==> config.mk <==
export PLATFORM = sky130hd
export DESIGN_NAME = dram_sr_seq
export DESIGN_NICKNAME = d
export VERILOG_FILES = /design/src/rtl/dram_sr_pkg.sv /design/src/rtl/sr_wait_timer.sv /design/src/rtl/sr_seq_fsm.sv /design/src/rtl/sr_cmd_out.sv /design/src/rtl/dram_sr_seq.sv
export SDC_FILE = /design/constraint.sdc
export NUM_CORES = 1
export LEC_CHECK = 0
export BUFFER_PORTS_ARGS = -buffer_cell sky130_fd_sc_hd__clkbuf_2
export CORE_ASPECT_RATIO = 0.9
export CORE_MARGIN = 2
export CORE_UTILIZATION = 35
export CTS_BUF_LIST = sky130_fd_sc_hd__clkbuf_16
export DETAILED_ROUTE_END_ITERATION = 10
export GPL_ROUTABILITY_DRIVEN = 0
export GPL_TIMING_DRIVEN = 0
export PLACE_DENSITY = 0.62
export SLEW_MARGIN = 20
export SYNTH_ARGS = -nofsm -noshare
export SYNTH_HDL_FRONTEND = slang
export SYNTH_SLANG_ARGS = --single-unit
==> constraint.sdc <==
create_clock -name clk -period 3.2 [get_ports clk]
set_input_delay 0.16 -clock clk [delete_from_list [all_inputs] [get_ports clk]]
set_output_delay 0.16 -clock clk [all_outputs]
set_load 0.02 [all_outputs]
==> src/rtl/dram_sr_pkg.sv <==
package dram_sr_pkg;

  localparam int RANKS = 2;
  localparam int CMD_W = 3;

  typedef enum logic [4:0] {
    ST_IDLE, ST_CLR, ST_BLOCK, ST_DRAIN, ST_CKEH, ST_WXSNR,
    ST_PREA, ST_WRP, ST_REF0, ST_WSTR1, ST_REF1, ST_WRFC,
    ST_SRE0, ST_WSTR2, ST_SRE1, ST_PARK, ST_SRX
  } sr_state_e;

  typedef enum logic [CMD_W-1:0] {
    CMD_NOP  = 3'd0,
    CMD_PREA = 3'd1,
    CMD_REF  = 3'd2,
    CMD_SRE  = 3'd3,
    CMD_SRX  = 3'd4
  } sr_cmd_e;

  // States that hold on the shared countdown timer.
  function automatic logic is_wait(sr_state_e s);
    return s inside {ST_DRAIN, ST_WXSNR, ST_WRP, ST_WSTR1, ST_WRFC, ST_WSTR2};
  endfunction

  // DRAM command issued while in a state.
  function automatic sr_cmd_e cmd_of(sr_state_e s);
    case (s)
      ST_PREA:         return CMD_PREA;
      ST_REF0, ST_REF1: return CMD_REF;
      ST_SRE0, ST_SRE1: return CMD_SRE;
      ST_SRX:          return CMD_SRX;
      default:         return CMD_NOP;
    endcase
  endfunction

  // Rank mask of that command: bit 0 rank 0, bit 1 rank 1.
  function automatic logic [RANKS-1:0] mask_of(sr_state_e s);
    case (s)
      ST_REF0, ST_SRE0: return 2'b01;
      ST_REF1, ST_SRE1: return 2'b10;
      ST_PREA, ST_SRX:  return 2'b11;
      default:          return 2'b00;
    endcase
  endfunction

  // Cycles between two consecutive sequence events around a wait of v.
  function automatic int unsigned event_gap(int unsigned v);
    return v + 2;
  endfunction

endpackage

==> src/rtl/sr_wait_timer.sv <==
module sr_wait_timer #(
  parameter int TW = 8
) (
  input  logic          clk,
  input  logic          rst_n,
  input  logic          load_i,
  input  logic [TW-1:0] val_i,
  output logic          zero_o
);
  logic [TW-1:0] cnt_q;

  always_ff @(posedge clk) begin
    if (!rst_n)             cnt_q <= '0;
    else if (load_i)        cnt_q <= val_i;
    else if (cnt_q != '0)   cnt_q <= cnt_q - 1'b1;
  end

  assign zero_o = (cnt_q == '0);
endmodule

==> src/rtl/sr_seq_fsm.sv <==
module sr_seq_fsm
  import dram_sr_pkg::*;
#(
  parameter int TW = 8
) (
  input  logic          clk,
  input  logic          rst_n,
  input  logic          trig_i,
  input  logic          rw_busy_i,
  input  logic          force_low_i,
  input  logic          exit_dis_i,
  input  logic          link_ready_i,
  input  logic [TW-1:0] t_cke_i,
  input  logic [TW-1:0] t_xsnr_i,
  input  logic [TW-1:0] t_rp_i,
  input  logic [TW-1:0] t_rfc_i,
  input  logic [TW-1:0] gap_ref_i,
  input  logic [TW-1:0] gap_sre_i,
  input  logic          tmr_zero_i,
  output logic          tmr_load_o,
  output logic [TW-1:0] tmr_val_o,
  output sr_state_e     state_o,
  output logic          drain_exit_o,
  output logic          srx_go_o
);
  sr_state_e state_q, state_d;

  always_ff @(posedge clk) begin
    if (!rst_n) state_q <= ST_IDLE;
    else        state_q <= state_d;
  end

  assign drain_exit_o = (state_q == ST_DRAIN) && tmr_zero_i && !rw_busy_i;
  assign srx_go_o     = (state_q == ST_PARK) && !trig_i && link_ready_i &&
                        !exit_dis_i && !force_low_i;

  always_comb begin
    state_d = state_q;
    case (state_q)
      ST_IDLE:  if (trig_i) state_d = ST_CLR;
      ST_CLR:   state_d = ST_BLOCK;
      ST_BLOCK: state_d = ST_DRAIN;
      ST_DRAIN: if (drain_exit_o) state_d = ST_CKEH;
      ST_CKEH:  state_d = ST_WXSNR;
      ST_WXSNR: if (tmr_zero_i) state_d = ST_PREA;
      ST_PREA:  state_d = ST_WRP;
      ST_WRP:   if (tmr_zero_i) state_d = ST_REF0;
      ST_REF0:  state_d = ST_WSTR1;
      ST_WSTR1: if (tmr_zero_i) state_d = ST_REF1;
      ST_REF1:  state_d = ST_WRFC;
      ST_WRFC:  if (tmr_zero_i) state_d = ST_SRE0;
      ST_SRE0:  state_d = ST_WSTR2;
      ST_WSTR2: if (tmr_zero_i) state_d = ST_SRE1;
      ST_SRE1:  state_d = ST_PARK;
      ST_PARK: begin
        if (trig_i)            state_d = ST_CLR;
        else if (srx_go_o)     state_d = ST_SRX;
        else if (link_ready_i) state_d = ST_IDLE;
      end
      ST_SRX:   state_d = ST_IDLE;
      default:  state_d = ST_IDLE;
    endcase
  end

  // Load the shared timer on entry into each wait state.
  assign tmr_load_o = (state_d != state_q) && is_wait(state_d);

  always_comb begin
    case (state_d)
      ST_DRAIN: tmr_val_o = t_cke_i;
      ST_WXSNR: tmr_val_o = t_xsnr_i;
      ST_WRP:   tmr_val_o = t_rp_i;
      ST_WSTR1: tmr_val_o = gap_ref_i;
      ST_WRFC:  tmr_val_o = t_rfc_i;
      ST_WSTR2: tmr_val_o = gap_sre_i;
      default:  tmr_val_o = '0;
    endcase
  end

  assign state_o = state_q;
endmodule

==> src/rtl/sr_cmd_out.sv <==
module sr_cmd_out
  import dram_sr_pkg::*;
(
  input  logic             clk,
  input  logic             rst_n,
  input  sr_state_e        state_i,
  input  logic             drain_exit_i,
  input  logic             srx_go_i,
  input  logic             force_low_i,
  output logic [RANKS-1:0] cke_o,
  output logic             cmd_valid_o,
  output logic [CMD_W-1:0] cmd_o,
  output logic [RANKS-1:0] rank_o,
  output logic             block_o,
  output logic             aref_clr_o,
  output logic             busy_o,
  output logic             done_o
);
  logic [RANKS-1:0] cke_q;
  logic             cke_raise;
  sr_cmd_e          cmd_raw;

  assign cke_raise = drain_exit_i || srx_go_i;

  always_ff @(posedge clk) begin
    if (!rst_n)                  cke_q    <= '0;
    else if (cke_raise)          cke_q    <= '1;
    else if (state_i == ST_SRE0) cke_q[0] <= 1'b0;
    else if (state_i == ST_SRE1) cke_q[1] <= 1'b0;
  end

  assign cmd_raw     = force_low_i ? CMD_NOP : cmd_of(state_i);
  assign cmd_valid_o = (cmd_raw != CMD_NOP);
  assign cmd_o       = cmd_raw;
  assign rank_o      = cmd_valid_o ? mask_of(state_i) : '0;
  assign cke_o       = force_low_i ? '0 : cke_q;
  assign block_o     = !(state_i inside {ST_IDLE, ST_CLR});
  assign aref_clr_o  = (state_i == ST_CLR);
  assign done_o      = (state_i == ST_PARK);
  assign busy_o      = !(state_i inside {ST_IDLE, ST_PARK, ST_SRX});
endmodule

==> src/rtl/dram_sr_seq.sv <==
module dram_sr_seq
  import dram_sr_pkg::*;
#(
  parameter int TW = 8
) (
  input  logic          clk,
  input  logic          rst_n,
  input  logic          sync_err_i,
  input  logic          elec_idle_i,
  input  logic          rw_busy_i,
  input  logic          cke_force_low_i,
  input  logic          exit_dis_i,
  input  logic          link_ready_i,
  input  logic [TW-1:0] t_cke_i,
  input  logic [TW-1:0] t_xsnr_i,
  input  logic [TW-1:0] t_rp_i,
  input  logic [TW-1:0] t_rfc_i,
  input  logic [TW-1:0] gap_ref_i,
  input  logic [TW-1:0] gap_sre_i,
  output logic [1:0]    cke_o,
  output logic          cmd_valid_o,
  output logic [2:0]    cmd_o,
  output logic [1:0]    cmd_rank_o,
  output logic          sched_block_o,
  output logic          aref_clr_o,
  output logic          busy_o,
  output logic          done_o
);
  // Named internal events, visible to the bound checker.
  logic          trig;
  logic          tmr_load;
  logic [TW-1:0] tmr_val;
  logic          tmr_zero;
  logic          drain_exit;
  logic          srx_go;
  sr_state_e     seq_state;

  assign trig = sync_err_i || elec_idle_i;

  sr_wait_timer #(.TW(TW)) u_timer (
    .clk    (clk),
    .rst_n  (rst_n),
    .load_i (tmr_load),
    .val_i  (tmr_val),
    .zero_o (tmr_zero)
  );

  sr_seq_fsm #(.TW(TW)) u_fsm (
    .clk          (clk),
    .rst_n        (rst_n),
    .trig_i       (trig),
    .rw_busy_i    (rw_busy_i),
    .force_low_i  (cke_force_low_i),
    .exit_dis_i   (exit_dis_i),
    .link_ready_i (link_ready_i),
    .t_cke_i      (t_cke_i),
    .t_xsnr_i     (t_xsnr_i),
    .t_rp_i       (t_rp_i),
    .t_rfc_i      (t_rfc_i),
    .gap_ref_i    (gap_ref_i),
    .gap_sre_i    (gap_sre_i),
    .tmr_zero_i   (tmr_zero),
    .tmr_load_o   (tmr_load),
    .tmr_val_o    (tmr_val),
    .state_o      (seq_state),
    .drain_exit_o (drain_exit),
    .srx_go_o     (srx_go)
  );

  sr_cmd_out u_out (
    .clk          (clk),
    .rst_n        (rst_n),
    .state_i      (seq_state),
    .drain_exit_i (drain_exit),
    .srx_go_i     (srx_go),
    .force_low_i  (cke_force_low_i),
    .cke_o        (cke_o),
    .cmd_valid_o  (cmd_valid_o),
    .cmd_o        (cmd_o),
    .rank_o       (cmd_rank_o),
    .block_o      (sched_block_o),
    .aref_clr_o   (aref_clr_o),
    .busy_o       (busy_o),
    .done_o       (done_o)
  );
endmodule

==> flow_metrics.py <==
metrics = {
    "pwr": {
        "pwr-share-clk_pct": 18.2,
        "p_leak_nw": 0.785,
        "vdd_drop_max_v": 0.000249,
        "power.internal_mw": 0.753,
        "swShare_pct": 44.8,
        "p_comb_share_pct": 60.2,
        "switchingPower_mw": 0.612,
        "seqPwrFrac_pct": 21.6,
        "p_per_area_mw_per_mm2": 667,
    },
    "route": {
        "wl_um": 4990,
        "wl_met1_um": 2500,
        "ant_nets": 0,
        "via_per_inst": 5.62,
        "wl_met2_um": 2170,
        "drt_first_pass_iters": 4,
        "drt_iter0_markers": 128,
        "wl_per_cell_um": 14.8,
        "top_layer": "met4",
        "dr_total_vias": 1894,
        "drc": 0,
        "met3_length_um": 263,
    },
    "logic_synthesis": {
        "yosys.area_share.simple_pct": 33.2,
        "async_flop_share_pct": 0,
        "syn_avg_cell_area_um2": 7.61,
        "synth_cells": 205,
        "synth_compound_area_share_pct": 37.2,
        "synth_cell_types": 56,
        "synthesis.area_mm2": 0.00156,
        "synthMuxAreaShare_pct": 0.642,
        "ys_seq_area_share_pct": 19.2,
        "synth_nets": 262,
        "synthXorXnorAreaFrac_pct": 1.68,
        "synth_edf_count": 0,
        "synth_fa_ha_area_share_pct": 0.802,
        "synth_top_family_by_area": "compound AO/OA/AOI/OAI gates",
        "yosys_warnings": 0,
        "synth_top_flop_cell": "dfxtp_1",
        "ys_seq_elements": 15,
    },
    "clocking": {
        "clkTransAtPathRegs_ns": 0.05,
        "clockBufferDepth": 2,
        "cts_root_buf": "clkbuf_16",
        "post_cts_buffers": 0,
        "cts_tree": "built",
        "hold_buffers": 0,
        "htree_levels": 1,
        "cts.sinks": 15,
        "clock_latency_ns": 0.25,
        "cts_resized": 0,
        "cts_buffers": 3,
    },
    "worst_setup_path": {
        "cp_top_family": "simple AND/OR/NAND/NOR gates",
        "crit_path_top_delay_cell": "nor4b_4",
        "critical_path_required_ns": 3.38,
        "r2r_end": "u_timer.cnt_q[3]",
        "cp_num_buf_inv": 3,
        "worst_setup_path_end_kind": "flop",
        "max_stage_delay_ns": 0.49,
        "cp_max_fo": 10,
        "crit_type": "flop to flop",
        "cp_data_arrival_time_ns": 2.86,
        "start_kind": "flop",
        "rrSetupSlack_ns": 0.52,
        "crit_path_cell_trace": "inv_1 > ha_1 > nor4b_4 > and3_1 > buf_2 > nor4_1 > o32a_1 > buf_6 > a221o_1 > a21oi_2",
        "reg2reg_depth": 10,
        "critPathLaunch": "u_timer.cnt_q[0]",
        "reg2reg_from": "u_timer.cnt_q[0]",
    },
    "layout": {
        "ff_latch_area_um2": 300,
        "antenna_cells": 0,
        "finalNonFillerCells": 337,
        "syn2layout_area_growth_pct": 31.2,
        "fillers": 468,
        "final_nets": 333,
        "drive_above_1_share_pct": 30.9,
        "multi_input_area_mm2": 0.00115,
        "final_common_cell": "clkbuf_2",
        "final_cell_mix": "66 x clkbuf_2, 15 x dfxtp_1, 14 x nor2_1, 13 x clkbuf_1",
    },
    "global_routing": {
        "grt.overflow.total": 0,
        "grt_first_pass_wirelength_um": 7960,
        "grt_pass1_vias": 1667,
        "grt_max_degree": 11,
        "antenna_found_initial": 0,
        "track_usage_pct": 20.4,
    },
    "timing": {
        "fin_crit_ns": 2.68,
        "max-slew-margin-rel_pct": 54.6,
        "fin_skew_ns": 0.00172,
        "rsz0062_at_grt": "false",
        "clock.fmax_mhz": 373,
        "slew_viol_final": 0,
        "hold_viol_final": 0,
        "tns_ns": 0,
        "setup_viol": 0,
        "worstMarginPinSlew_ns": 0.673,
        "timing.final.ws_setup_ns": 0.523,
        "fin_crit_sh_pct": 83.7,
        "whs_ns": 0.223,
    },
    "worst_hold_path": {
        "hold_end": "u_timer.cnt_q[4]",
        "min_from": "rst_n",
        "hold_class": "input port to flop",
        "hold_depth": 3,
    },
    "floorplanning": {
        "die_h_um": 67.3,
        "die_area_mm2": 0.00501,
        "core_area_mm2": 0.00437,
        "die_x_um": 74.4,
        "ios": 68,
        "start_util_pct": 35.7,
        "rows": 23,
    },
    "placed_design": {
        "dpl.hpwl_um": 3880,
        "port_buffers": 66,
        "dp.cells": 333,
        "dpl_worst_slack_ns": 0.543,
    },
    "run": {
        "max_cap_violations": 0,
    },
    "status": {
        "status": "finished, final reports clean",
    },
}
==> registers in the layout (all words and copies together) (netlist names) <==
name	cells
u_timer.cnt_q	8
u_out.cke_q	2
u_fsm.state_o	5
==> synth_stat cells, types with 3 or more instances <==
library cell  number  area [um^2]
dfxtp_1           15          300
nor2_1            14         52.6
clkbuf_1          13         48.8
a21oi_1           12         60.1
a22oi_1           12         90.1
nand3_1           10         50.1
nand2_1            9         33.8
nor3_1             8         40.0
a211oi_1           7         52.6
a221oi_1           6         52.6
inv_1              6         22.5
o21ai_0            6         30.0
a31oi_1            5         31.3
a32oi_1            5         43.8
nand2b_1           4         25.0
nor2b_1            4         25.0
nor4b_1            4         35.0
a221o_1            3         30.0
and3_1             3         18.8
buf_2              3         15.0
nand4_1            3         18.8
o211ai_1           3         22.5
o31ai_1            3         22.5
or3_1              3         18.8
xnor2_1            3         26.3
==> through the flow <==
step	total power [mW]	area, um^2	utilization, %
after global placement	1.10	1970	45.0
after floorplan	0.910	1560	-
after detailed placement	1.11	1970	45.0
after CTS	1.36	2050	46.8
after global routing	1.46	2050	46.8
final	1.37	2050	46.8
==> routing by layer <==
metal	vias up	GRT usage, %
met1	864	30.6
met5	-	0
met4	0	5.36
met3	7	2.84
li1	958	-
met2	65	30.2
==> how the worst max path moves through the flow <==
| stage | slack [ns] | endpoint | cells after the start |
|---|---|---|---|
| finish | 0.52 | u_timer.cnt_q[3] | 10 |
| global route | 0.25 | u_timer.cnt_q[2] | 9 |
| CTS | 0.52 | u_timer.cnt_q[3] | 10 |
| detailed placement | 0.54 | u_timer.cnt_q[3] | 10 |
| global placement | 0.59 | u_timer.cnt_q[3] | 10 |
| floorplan | 0.88 | u_timer.cnt_q[3] | 10 |
==> power groups by stage <==
stage	registers [mW]	logic (mW)	clock network, mW
global route	0.305	0.901	0.258
CTS	0.294	0.818	0.249
finish	0.295	0.822	0.248
global placement	0.296	0.805	0
detailed placement	0.296	0.816	0
floorplan	0.282	0.628	0
==> layout make-up <==
cell class	count	share of cell area (%)
Clock inverter	1	0.183
Multi-Input combinational cell	165	56.1
Inverter	6	1.10
Sequential cell	15	14.7
Timing Repair Buffer	66	16.1
Buffer	19	4.40
Tap cell	62	3.79
Clock buffer	3	3.67
==> worst register-to-register path: cells and delay by family (launching register included) <==
kind / cells / cell delay, ns
flops: 1 / 0.31
compound gates: 3 / 0.77
fa+ha+maj: 1 / 0.23
buf+inv: 3 / 0.47
simple gates: 3 / 0.85
==> cells by family after synthesis <==
kind of cell	after synthesis
and+or+nand+nor	83
AOI/OAI and AO/OA	77
buffers and inverters	25
DFF	15
xor gates and xnor gates	3
muxes	1
adders and majority gates	1
Power figures use the tool's default switching activity.
